===== config.mk =====
export PLATFORM = sky130hd
export DESIGN_NAME = rtc_calendar_chain
export DESIGN_NICKNAME = d
export VERILOG_FILES = /design/src/rtl/rtc_cal_pkg.sv /design/src/rtl/rtc_bcd_step.sv /design/src/rtl/rtc_month_len.sv /design/src/rtl/rtc_calendar_chain.sv
export SDC_FILE = /design/constraint.sdc
export NUM_CORES = 1
export LEC_CHECK = 0
export BUFFER_PORTS_ARGS = -buffer_cell sky130_fd_sc_hd__buf_2
export CAP_MARGIN = 40
export CORE_UTILIZATION = 50
export CTS_BUF_LIST = sky130_fd_sc_hd__clkbuf_16
export CTS_CLUSTER_DIAMETER = 30
export DETAILED_ROUTE_END_ITERATION = 6
export PLACE_DENSITY_LB_ADDON = 0.08
export SLEW_MARGIN = 20
export SYNTH_ARGS = -nofsm -noshare
export SYNTH_HDL_FRONTEND = slang
export SYNTH_SLANG_ARGS = --single-unit

===== constraint.sdc =====
create_clock -name clk -period 3.1 [get_ports clk]
set_input_delay 0.31 -clock clk [delete_from_list [all_inputs] [get_ports clk]]
set_output_delay 0.31 -clock clk [all_outputs]
set_load 0.05 [all_outputs]

===== src/rtl/rtc_cal_pkg.sv =====
package rtc_cal_pkg;
    localparam int DW         = 8;
    localparam int NUM_FIELDS = 7;
    localparam int SEL_W      = 3;

    localparam int F_SEC   = 0;
    localparam int F_MIN   = 1;
    localparam int F_HOUR  = 2;
    localparam int F_WDAY  = 3;
    localparam int F_DATE  = 4;
    localparam int F_MONTH = 5;
    localparam int F_YEAR  = 6;

    localparam logic [SEL_W-1:0] SEL_NONE = 3'd7;
    localparam int               CENT_BIT = 7;

    typedef logic [NUM_FIELDS-1:0][DW-1:0] cal_regs_t;

    typedef struct packed {
        cal_regs_t f;
    } cal_state_t;

    // implemented bits per field
    function automatic logic [DW-1:0] field_mask(input logic [SEL_W-1:0] sel);
        case (sel)
            3'd0, 3'd1: field_mask = 8'h7F;
            3'd2, 3'd4: field_mask = 8'h3F;
            3'd3:       field_mask = 8'h07;
            3'd5:       field_mask = 8'h9F;
            3'd6:       field_mask = 8'hFF;
            default:    field_mask = 8'h00;
        endcase
    endfunction

    // fixed upper limits; the date limit is computed at run time
    function automatic logic [DW-1:0] field_limit(input int idx);
        case (idx)
            F_SEC, F_MIN: field_limit = 8'h59;
            F_HOUR:       field_limit = 8'h23;
            F_WDAY:       field_limit = 8'h06;
            F_MONTH:      field_limit = 8'h12;
            default:      field_limit = 8'h99;
        endcase
    endfunction
endpackage


===== src/rtl/rtc_bcd_step.sv =====
module rtc_bcd_step #(
    parameter int           W     = 8,
    parameter logic [W-1:0] FLOOR = '0
) (
    input  logic [W-1:0] cur_i,
    input  logic [W-1:0] limit_i,
    input  logic         inc_i,
    output logic [W-1:0] nxt_o,
    output logic         at_lim_o
);
    localparam int HW = W - 4;

    logic [W-1:0] plus_one;

    always_comb begin
        at_lim_o = (cur_i >= limit_i);
        if (cur_i[3:0] >= 4'd9) begin
            plus_one = {cur_i[W-1:4] + HW'(1), 4'h0};
        end else begin
            plus_one = cur_i + W'(1);
        end
        nxt_o = cur_i;
        if (inc_i) begin
            nxt_o = at_lim_o ? FLOOR : plus_one;
        end
    end
endmodule


===== src/rtl/rtc_month_len.sv =====
module rtc_month_len (
    input  logic [4:0] month_i,
    input  logic [7:0] year_i,
    output logic [7:0] last_o
);
    logic [6:0] year_bin;
    logic       leap;

    always_comb begin
        year_bin = {3'b000, year_i[7:4]} * 7'd10 + {3'b000, year_i[3:0]};
        leap     = ((year_bin & 7'h03) == 7'h00);
        case (month_i)
            5'h02:                      last_o = leap ? 8'h29 : 8'h28;
            5'h04, 5'h06, 5'h09, 5'h11: last_o = 8'h30;
            default:                    last_o = 8'h31;
        endcase
    end
endmodule


===== src/rtl/rtc_calendar_chain.sv =====
module rtc_calendar_chain
    import rtc_cal_pkg::*;
(
    input  logic             clk,
    input  logic             rst_n,
    input  logic             tick_en,
    input  logic             stop,
    input  logic             wr_en,
    input  logic [SEL_W-1:0] wr_sel,
    input  logic [DW-1:0]    wr_data,
    output logic [DW-1:0]    sec_o,
    output logic [DW-1:0]    min_o,
    output logic [DW-1:0]    hour_o,
    output logic [DW-1:0]    wday_o,
    output logic [DW-1:0]    date_o,
    output logic [DW-1:0]    month_o,
    output logic [DW-1:0]    year_o
);
    cal_state_t              st_d, st_q;
    cal_regs_t               cur, lim, nxt;
    logic [NUM_FIELDS-1:0]   en, at_lim;
    logic [DW-1:0]           last_day;
    logic                    step;
    logic                    day_carry;
    logic                    cent_next;

    assign step = tick_en & ~stop & ~wr_en;

    rtc_month_len u_mlen (
        .month_i (st_q.f[F_MONTH][4:0]),
        .year_i  (st_q.f[F_YEAR]),
        .last_o  (last_day)
    );

    always_comb begin
        cur          = st_q.f;
        cur[F_MONTH] = {3'b000, st_q.f[F_MONTH][4:0]};
        for (int i = 0; i < NUM_FIELDS; i++) begin
            lim[i] = field_limit(i);
        end
        lim[F_DATE] = last_day;
    end

    // enables built straight from the limit flags, no self reference
    always_comb begin
        day_carry   = step & at_lim[F_SEC] & at_lim[F_MIN] & at_lim[F_HOUR];
        en          = '0;
        en[F_SEC]   = step;
        en[F_MIN]   = step & at_lim[F_SEC];
        en[F_HOUR]  = step & at_lim[F_SEC] & at_lim[F_MIN];
        en[F_WDAY]  = day_carry;
        en[F_DATE]  = day_carry;
        en[F_MONTH] = day_carry & at_lim[F_DATE];
        en[F_YEAR]  = day_carry & at_lim[F_DATE] & at_lim[F_MONTH];
        cent_next   = st_q.f[F_MONTH][CENT_BIT] ^ (en[F_YEAR] & at_lim[F_YEAR]);
    end

    for (genvar g = 0; g < NUM_FIELDS; g++) begin : g_step
        localparam logic [DW-1:0] FLR = (g == F_DATE || g == F_MONTH) ? 8'h01 : 8'h00;
        rtc_bcd_step #(.W(DW), .FLOOR(FLR)) u_step (
            .cur_i    (cur[g]),
            .limit_i  (lim[g]),
            .inc_i    (en[g]),
            .nxt_o    (nxt[g]),
            .at_lim_o (at_lim[g])
        );
    end

    always_comb begin
        st_d = st_q;
        if (wr_en) begin
            if (wr_sel != SEL_NONE) begin
                st_d.f[wr_sel] = wr_data & field_mask(wr_sel);
            end
        end else if (step) begin
            for (int i = 0; i < NUM_FIELDS; i++) begin
                st_d.f[i] = nxt[i];
            end
            st_d.f[F_MONTH] = nxt[F_MONTH] | {cent_next, 7'b0};
        end
    end

    always_ff @(posedge clk) begin
        if (!rst_n) begin
            st_q <= '0;
        end else begin
            st_q <= st_d;
        end
    end

    assign sec_o   = st_q.f[F_SEC];
    assign min_o   = st_q.f[F_MIN];
    assign hour_o  = st_q.f[F_HOUR];
    assign wday_o  = st_q.f[F_WDAY];
    assign date_o  = st_q.f[F_DATE];
    assign month_o = st_q.f[F_MONTH];
    assign year_o  = st_q.f[F_YEAR];

    assert_reset_clear_R1: assert property (@(posedge clk)
        $rose(rst_n) |-> (st_q.f == '0));

    assert_sec_wrap_R2: assert property (@(posedge clk) disable iff (!rst_n)
        (step && sec_o == 8'h59) |=> (sec_o == 8'h00));

    assert_century_flip_R5: assert property (@(posedge clk) disable iff (!rst_n)
        (month_o[CENT_BIT] != $past(month_o[CENT_BIT])) |->
        ($past(wr_en) || ($past(year_o) == 8'h99 && year_o == 8'h00)));

    assert_wday_wrap_R6: assert property (@(posedge clk) disable iff (!rst_n)
        (day_carry && wday_o == 8'h06) |=> (wday_o == 8'h00));

    assert_stop_hold_R7: assert property (@(posedge clk) disable iff (!rst_n)
        (stop && !wr_en) |=> $stable(st_q.f));

    assert_write_wins_R8: assert property (@(posedge clk) disable iff (!rst_n)
        (wr_en && wr_sel != SEL_NONE) |=>
        (st_q.f[$past(wr_sel)] == ($past(wr_data) & field_mask($past(wr_sel)))));

    assert_idle_hold_R10: assert property (@(posedge clk) disable iff (!rst_n)
        (!tick_en && !wr_en) |=> $stable(st_q.f));
endmodule


Word level (Yosys, flattened, before mapping)
Cells that the tools add are included.

storage, ports and cells
  flip-flop bits (word level) = 56
  input bits = 16
  output and inout port bits = 56
  logic and storage cells = 112

cells by class
  add/sub/neg operators = 15
  multipliers = 1
  $lt $le $gt $ge = 16
  equality and inequality tests = 13
  mux-type cells = 31
  bitwise logic cells = 13
  reduce and logical (&&, ||, !) cells = 16

operator list
  cell                   number
  $mux W8                23
  $mux W56               3
  $bwmux W56             1
  $add A8 B1 Y8 const B  6
  $pmux W8 S5            1
  $ge A4 B4 Y1 const B   7
  $add A4 B1 Y4 const B  6
  $demux W8 S3           1
  $ge A8 B7 Y1 const B   2
  $pmux W8 S2            1
  $reduce_and A3 Y1      4
  $eq A5 B3 Y1 const B   2
  $reduce_bool A2 Y1     5
  $eq A3 B3 Y1 const B   3
  $and A1 B1 Y1          8
  $and A8 B8 Y8          1
  $ge A8 B3 Y1 const B   1
  $ge A8 B6 Y1 const B   1
  $ge A8 B8 Y1           1
  $ge A8 B8 Y1 const B   1
  $or A8 B8 Y8           1
  $logic_not A7 Y1       1
  $add A5 B1 Y6 const B  1
  $eq A3 B2 Y1 const B   2
  20 further kinds       22

Longest topological paths before layout
Gate-level depths: netlist of the first run.

  depth in word-level cells = 13
  depth in mapped cells = 14
  depth with buffers taken out = 14

By module
A second synthesis of the first run with hierarchy kept.

second synthesis, totals
  cell total of the unflattened synthesis = 767
  area, all modules = 5924.4 sq um

modules (own cells, without submodules)
  module                                instances  cells each  area an instance (sq um)  sequential area each (sq um)
  rtc_calendar_chain                    1          315         2557.5                    1121.1
  rtc_bcd_step at g_step[0].u_step ...  5          63          467.9                     0.0
  rtc_bcd_step at g_step[4].u_step ...  2          60          457.9                     0.0
  rtc_month_len                         1          17          111.4                     0.0

Least setup slack after synthesis of the first run
OpenSTA, ideal clock, no wires.

  path type = register to register
  from = register st_q (netlist bit month_o[1])
  to = register st_q (netlist bit year_o[4])
  library setup time = 0.063 ns
  data arrival time = 3.022 ns
  data required time = 3.037 ns
  path slack = 0.015 ns
  cell stages (with the launch flop) = 13
  path buffers = 0
  clock period less this slack = 3.085 ns
  cell sequence = dfxtp_1 -> ha_1 -> nor4b_1 -> o21ai_0 -> o21ai_0 -> a31oi_1 -> ha_1 -> nor4b_1 -> nor2_1 -> o21bai_1 -> nor2_1 -> a211oi_1 -> a32o_1

between the ends
  longest elaborated chain between the ends = 8
  elaborated cells between the ends (all ways) = 13
  those cells by class = order compare: 2; eq/ne: 5; mux: 1; bitwise: 2; reduce/logical: 3

RTL lines
  element                                     line                      RTL
  from (decl)                                 rtc_calendar_chain.sv:19  cal_state_t st_d, st_q;
  from (signal assigned)                      rtc_calendar_chain.sv:87  st_q <= st_d;
  $eq A5 B3 Y1, or another cell as far along  rtc_month_len.sv:12       case (month_i)
  $reduce_or A4 Y1                            rtc_month_len.sv:12
  $pmux W8 S2                                 rtc_month_len.sv:12
  $ge A8 B8 Y1                                rtc_bcd_step.sv:16        at_lim_o = (cur_i >= limit_i);
  $and A1 B1 Y1                               rtc_calendar_chain.sv:54  en[F_YEAR] = day_carry & at_lim[F_DATE] & at_lim[F_MONTH];
  $and A1 B1 Y1 (*)                           rtc_calendar_chain.sv:54
  $reduce_bool A2 Y1 (no line) (*)            --
  $reduce_and A3 Y1 (no line) (*)             --

Every way passes the cells marked *; elsewhere a longest branch is shown, timed or not.
A chain may end at the register's enable or synchronous reset.

Worst setup path in the final report of the first run
  from = register st_q (netlist bit month_o[1])
  to = register st_q (netlist bit year_o[0])

The elaborated chain is that of the path after synthesis.

==> flow_summary.toml, run 1 <==
[floorplan]
core-area_um2 = 7330
dieWidth_um = 89.5
initial_core_util_pct = 52.2
placementRows = 31
num_io_pins = 72
die_height_um = 89.5
die-area_um2 = 8010

[setup_path]
worstPathRequired_ns = 3.24
crit_path_max_fanout = 10
critPathKind = "flip-flop to flip-flop"
setup.worst_path.start_class = "flip-flop"
arrival_ns = 2.92
end_kind = "flip-flop"

[synthesis]
mappedNetlistArea_um2 = 3830
ys_warn_count = 0
async_flop_share_pct = 0
ys_seq_elements = 56
synthesis.instances = 486
netlist-cell-type-count = 67
synth.net_count = 540
synth_top_flop_cell = "dfxtp_1"
synthesis.area_per_instance_um2 = 7.88
share_of_the_yosys_chip_area_belonging_to_registers_pct = 29.3
synth-edff-count = 0

[power_and_ir_drop]
internal_power_mw = 1.11
clockPowerShare_pct = 34.9
p_sw_mw = 0.452
sw_ratio_pct = 29.0
combPwrFrac_pct = 16.3
power_density_nw_per_um2 = 350
ir_worst_vdd_mv = 0.195
power.static_leakage_nw = 1.93
power.share.sequential_pct = 48.8

[clock_tree]
cts_resized = 0
cts.htree.levels = 2
numCtsBuffers = 5
cts_sinks = 56
clock-root-buffer = "clkbuf_16"
clockBufferDepth = 2
worst_skew_pair.late_latency_ns = 0.29
clk_pin_slew_ns = 0.07
cts_tree = "yes"
post_cts_buffers = 0
cts_hold_repair.buffers = 0

[timing]
clock-skew-final_ns = 0.00443
maxSlewHeadroom_pct = 53.3
finalSetupViolations = 0
setup_ws_ns = 0.329
max_clock_freq_ghz = 0.361
period_utilisation_layout_pct = 89.4
maxSlewViolCount = 0
finalHoldWorstSlack_ns = 0.335
timing.final.crit_period_ns = 2.77
report.final.hold_viol_count = 0
setup-tns-final_ns = 0
grt_setup_unrepaired = "false"
worst-slew-pin-transition_ns = 0.694

[global_route]
grt_usage_pct = 28.0
grt_start_max_net_pins = 22
number_of_antenna_violations_at_the_first_check_in_global_routing = 0
grt_remaining_overflow = 0
grt_first_pass_wirelength_um = 17300
grt_pass1_vias = 3533

[drt]
first_pass_iters = 5
wirelength_um = 10800
drcViolationCount = 0
detailedRoute.firstIterationViolations = 215
avgViaCountPerCell = 6.10
detail_route.wl_per_cell_um = 16.5
routed-via-count = 3982
drt_antenna_net_count = 0

[place]
globalplace.congestion = 0.847
place.detailed.hpwl_um = 7810
dpl_worst_slack_ns = 0.143
placed_cells_incl_taps = 645
io_buffer_count = 71

[cells_and_area]
finished_layout_cells = 653
area.growth.synth_to_final_pct = 16.1
finish.net_count = 607
post_route_cells_drive_above_1_share_pct = 18.2
antenna_cells_inserted = 0

[run_status]
status = "completed"

[worst_hold_path]
hold_path_class = "input port to flip-flop"

[job]
maxCapViolations = 0
-- power by group through the flow --
stage / clock network, mW / logic, mW / registers [mW]
2_1_floorplan: 0 / 0.122 / 0.825
3_3_place_gp: 0 / 0.248 / 0.774
3_5_place_dp: 0 / 0.250 / 0.776
4_1_cts: 0.556 / 0.251 / 0.759
5_1_grt: 0.588 / 0.276 / 0.762
6_report: 0.544 / 0.254 / 0.759
-- cell families (layout without fill, tap and decap cells) --
logic type	Yosys count	in the layout	share of synthesized area (%)
compound gates	146	146	26.5
simple gates	187	187	24.7
flops	56	56	29.3
xor+xnor	7	7	1.60
fa+ha+maj	38	38	12.4
buf+inv	50	118	4.97
mux	2	2	0.555
-- placed cells by master, fill, tap and decap left out, types with 4 or more instances in the layout --
cell type / Yosys / routed
dfxtp_1: 56 / 56
nand3_1: 24 / 24
buf_2: 2 / 71
o211ai_1: 4 / 4
a32oi_1: 4 / 4
buf_4: 0 / 9
inv_1: 30 / 30
nor3b_1: 6 / 6
or3_1: 4 / 4
clkbuf_16: 0 / 5
nor2_1: 49 / 49
nor2b_1: 4 / 4
a31oi_1: 8 / 8
ha_1: 38 / 38
a22oi_1: 5 / 5
o21a_1: 5 / 5
o211a_1: 5 / 5
o21ai_0: 29 / 29
a221oi_1: 6 / 6
a21oi_1: 28 / 28
a211oi_1: 12 / 12
o22ai_1: 4 / 4
nand2_1: 53 / 53
o31ai_1: 5 / 5
nor3_1: 13 / 13
xor2_1: 5 / 5
nor4b_1: 5 / 4
-- synth_stat cells, types with 3 or more instances --
cell type  count  share of area [%]
a211oi_1      12                2.4
a21oi_1       28                3.7
a221oi_1       6                1.4
a22oi_1        5               0.98
a311oi_1       3               0.69
a31oi_1        8                1.3
a32o_1         3               0.78
a32oi_1        4               0.91
and2_1         3               0.49
clkbuf_1      16                1.6
dfxtp_1       56                 29
ha_1          38                 12
inv_1         30                2.9
nand2_1       53                5.2
nand3_1       24                3.1
nand4_1        3               0.49
nor2_1        49                4.8
nor2_2         3               0.49
nor2b_1        4               0.65
nor3_1        13                1.7
nor3b_1        6                1.2
nor4b_1        5                1.1
o211a_1        5                1.3
o211ai_1       4               0.78
o21a_1         5               0.98
o21ai_0       29                3.8
o22ai_1        4               0.65
o31a_1         3               0.69
o31ai_1        5               0.98
or3_1          4               0.65
or3b_2         3               0.69
xor2_1         5                1.1
-- routing by layer --
layer  global-route usage, %  share of wire [%]  vias up
met5                       0                  0        -
met4                    10.4                3.1        0
met3                    4.34                6.1       27
met2                    46.7                 47      142
met1                    36.6                 44     1888
li1                        -                  -     1925
-- cell type report --
type | instances | area, um^2
Inverter | 30 | 113
Tap cell | 99 | 124
Sequential cell | 56 | 1120
Clock inverter | 3 | 13.8
Multi-Input combinational cell | 380 | 2530
Timing Repair Buffer | 80 | 423
Clock buffer | 5 | 125
Fill cell | 712 | 2880
-- state kept, by name, indices dropped and copies added (netlist names) --
signal	count
hour_o	8
wday_o	8
month_o	8
min_o	8
year_o	8
date_o	8
sec_o	8
-- worst paths after layout --
kind / cells past startpoint / to / start / slack [ns]
max: 12 / year_o[0] / month_o[1] / 0.33
min: 3 / sec_o[4] / wr_data[4] / 0.34
max reg2reg: 12 / year_o[0] / month_o[1] / 0.33
min reg2reg: 2 / sec_o[7] / sec_o[7] / 0.48
-- metrics by stage --
stage                     area, um^2  util [%]  power [mW]
final                           4450      60.7        1.56
after detailed placement        4300      58.6        1.03
after CTS                       4440      60.5        1.57
after global routing            4450      60.7        1.63
after global placement          4300      58.6        1.02
after floorplan                 3830         -       0.947
-- worst max-delay path, cell delays in order (launching register included) --
cell      delay (ns)
dfxtp_1         0.43
ha_1            0.22
nor4b_2         0.27
o21ai_0         0.15
o21ai_0         0.10
a31oi_1         0.06
ha_1            0.28
nor4b_1         0.04
nor2_1          0.34
o21bai_2        0.15
o21ai_4         0.28
mux2i_1         0.22
a21oi_1         0.07
(Power assumes the default switching activity.)
==> run 2: changes to the inputs <==
PLACE_DENSITY = 0.82   (was unset)
PLACE_DENSITY_LB_ADDON = unset   (was 0.08)
==> flow_summary.toml, run 2 (synthesis results as in run 1) <==
[drt]
routed-via-count = 4083
detailedRoute.firstIterationViolations = 358
wirelength_um = 10900
detail_route.wl_per_cell_um = 16.7
first_pass_iters = 6
avgViaCountPerCell = 6.26
drt_antenna_net_count = 0
drcViolationCount = 0

[timing]
timing.final.crit_period_ns = 2.87
setup-tns-final_ns = 0
report.final.hold_viol_count = 0
maxSlewViolCount = 0
clock-skew-final_ns = 0.00594
max_clock_freq_ghz = 0.349
grt_setup_unrepaired = "false"
maxSlewHeadroom_pct = 46.1
period_utilisation_layout_pct = 92.5
finalHoldWorstSlack_ns = 0.316
worst-slew-pin-transition_ns = 0.808
finalSetupViolations = 0
setup_ws_ns = 0.234

[job]
maxCapViolations = 0

[setup_path]
critical_path.reg2reg.endpoint = "year_o[0]"
worst-r2r-setup-slack_ns = 0.23
arrival_ns = 3.02
timing.reg2reg.worst_path_depth = 13
worstPathRequired_ns = 3.25
critPathKind = "flip-flop to flip-flop"
cpPeakStageDelay_ns = 0.38
cp_slowest_cell = "dfxtp_1"
crit_path_max_fanout = 10
setup.worst_path.start_class = "flip-flop"
end_kind = "flip-flop"
critical_path.cell_chain = "inv_1, ha_1, nor4b_2, o21ai_0, o21ai_0, a31oi_1, ha_1, nor4b_2, nor2_2, o21bai_2, o21ai_4, mux2i_1, a21oi_1"
rr_startpoint = "month_o[0]"

[floorplan]
die-area_um2 = 8010
initial_core_util_pct = 52.2
placementRows = 31
num_io_pins = 72
die_height_um = 89.5
dieWidth_um = 89.5
core-area_um2 = 7330

[cells_and_area]
finished_layout_cells = 652
area.growth.synth_to_final_pct = 17.7
layout.cells.most_common = "buf_2"
finalCoreUtilization_pct = 61.5
post_route_cells_drive_above_1_share_pct = 19.2
final_cell_mix = "71 x buf_2, 56 x dfxtp_1, 53 x nand2_1"
antenna_cells_inserted = 0
final_cell_area_um2 = 4510
finish.net_count = 606

[clock_tree]
clock-root-buffer = "clkbuf_16"
clockBufferDepth = 2
cts_tree = "yes"
numCtsBuffers = 5
cts_sinks = 56
post_cts_buffers = 0
clk_pin_slew_ns = 0.07
cts.htree.levels = 2
cts_hold_repair.buffers = 0
worst_skew_pair.late_latency_ns = 0.30

[global_route]
grt_start_max_net_pins = 25
grt_remaining_overflow = 0
grt_usage_pct = 28.5
number_of_antenna_violations_at_the_first_check_in_global_routing = 0
grt_first_pass_wirelength_um = 17600
grt_pass1_vias = 3681

[place]
placed_cells_incl_taps = 644
dpl_worst_slack_ns = -0.0174
dpl-instance-area_um2 = 4290
io_buffer_count = 71
globalplace.congestion = 0.937
place.detailed.hpwl_um = 7840

[power_and_ir_drop]
ir_worst_vdd_mv = 0.284
power.static_leakage_nw = 1.95
report.power.total_mw = 1.68
power_density_nw_per_um2 = 373

[worst_hold_path]
worst_hold_path.endpoint = "sec_o[4]"
worstHoldPathCells = 3
hold_path_class = "input port to flip-flop"
hold_path.startpoint = "wr_data[4]"

[run_status]
status = "completed"
==> run 2: layout make-up <==
| class | instances | area [um^2] |
|---|---|---|
| fillers | 609 | 2820 |
| repair buffers | 79 | 415 |
| inverters | 30 | 113 |
| clock buffers | 5 | 125 |
| well taps | 99 | 124 |
| flip-flops and latches | 56 | 1120 |
| multi-input cells | 380 | 2560 |
| clock inverters | 3 | 47.5 |
==> run 2: power by group <==
| group | total [mW] | leakage, nW | switching [mW] | internal [mW] |
|---|---|---|---|---|
| Sequential | 0.760 | 0.453 | 0.0253 | 0.734 |
| Combinational | 0.256 | 1.41 | 0.178 | 0.0777 |
| Clock | 0.664 | 0.0840 | 0.279 | 0.385 |
==> run 2: what timing repair did <==
action,4_1_cts,5_1_grt
hold endpoints to repair,0,0
setup endpoints to repair,5,21
cloned,0,0
resized for setup,2,6
==> run 2: critical path: cells and delay by family, from the launching register on <==
family          cells  cell delay, ns
mux                 1            0.22
buf+inv             1            0.11
compound gates      6            0.84
flops               1            0.38
simple gates        3            0.65
fa+ha+maj           2            0.51
==> run 2: worst max path at each step <==
stage | endpoint | start | slack (ns)
after global routing | year_o[0] | month_o[0] | 0.008
final | year_o[0] | month_o[0] | 0.23
after global placement | date_o[1] | month_o[0] | 0.29
after CTS | year_o[0] | month_o[0] | 0.05
after detailed placement | year_o[5] | month_o[0] | -0.02
after floorplan | year_o[4] | month_o[1] | 0.02
==> run 2: layer usage <==
metal | wire, um | GRT usage, % | up-vias | part of all wire (%)
li1 | - | - | 1926 | -
met1 | 4640 | 37.5 | 1905 | 43
met2 | 4920 | 46.4 | 214 | 45
met3 | 980 | 5.36 | 38 | 9.0
met4 | 320 | 10.7 | 0 | 2.9
met5 | 0 | 0 | - | 0
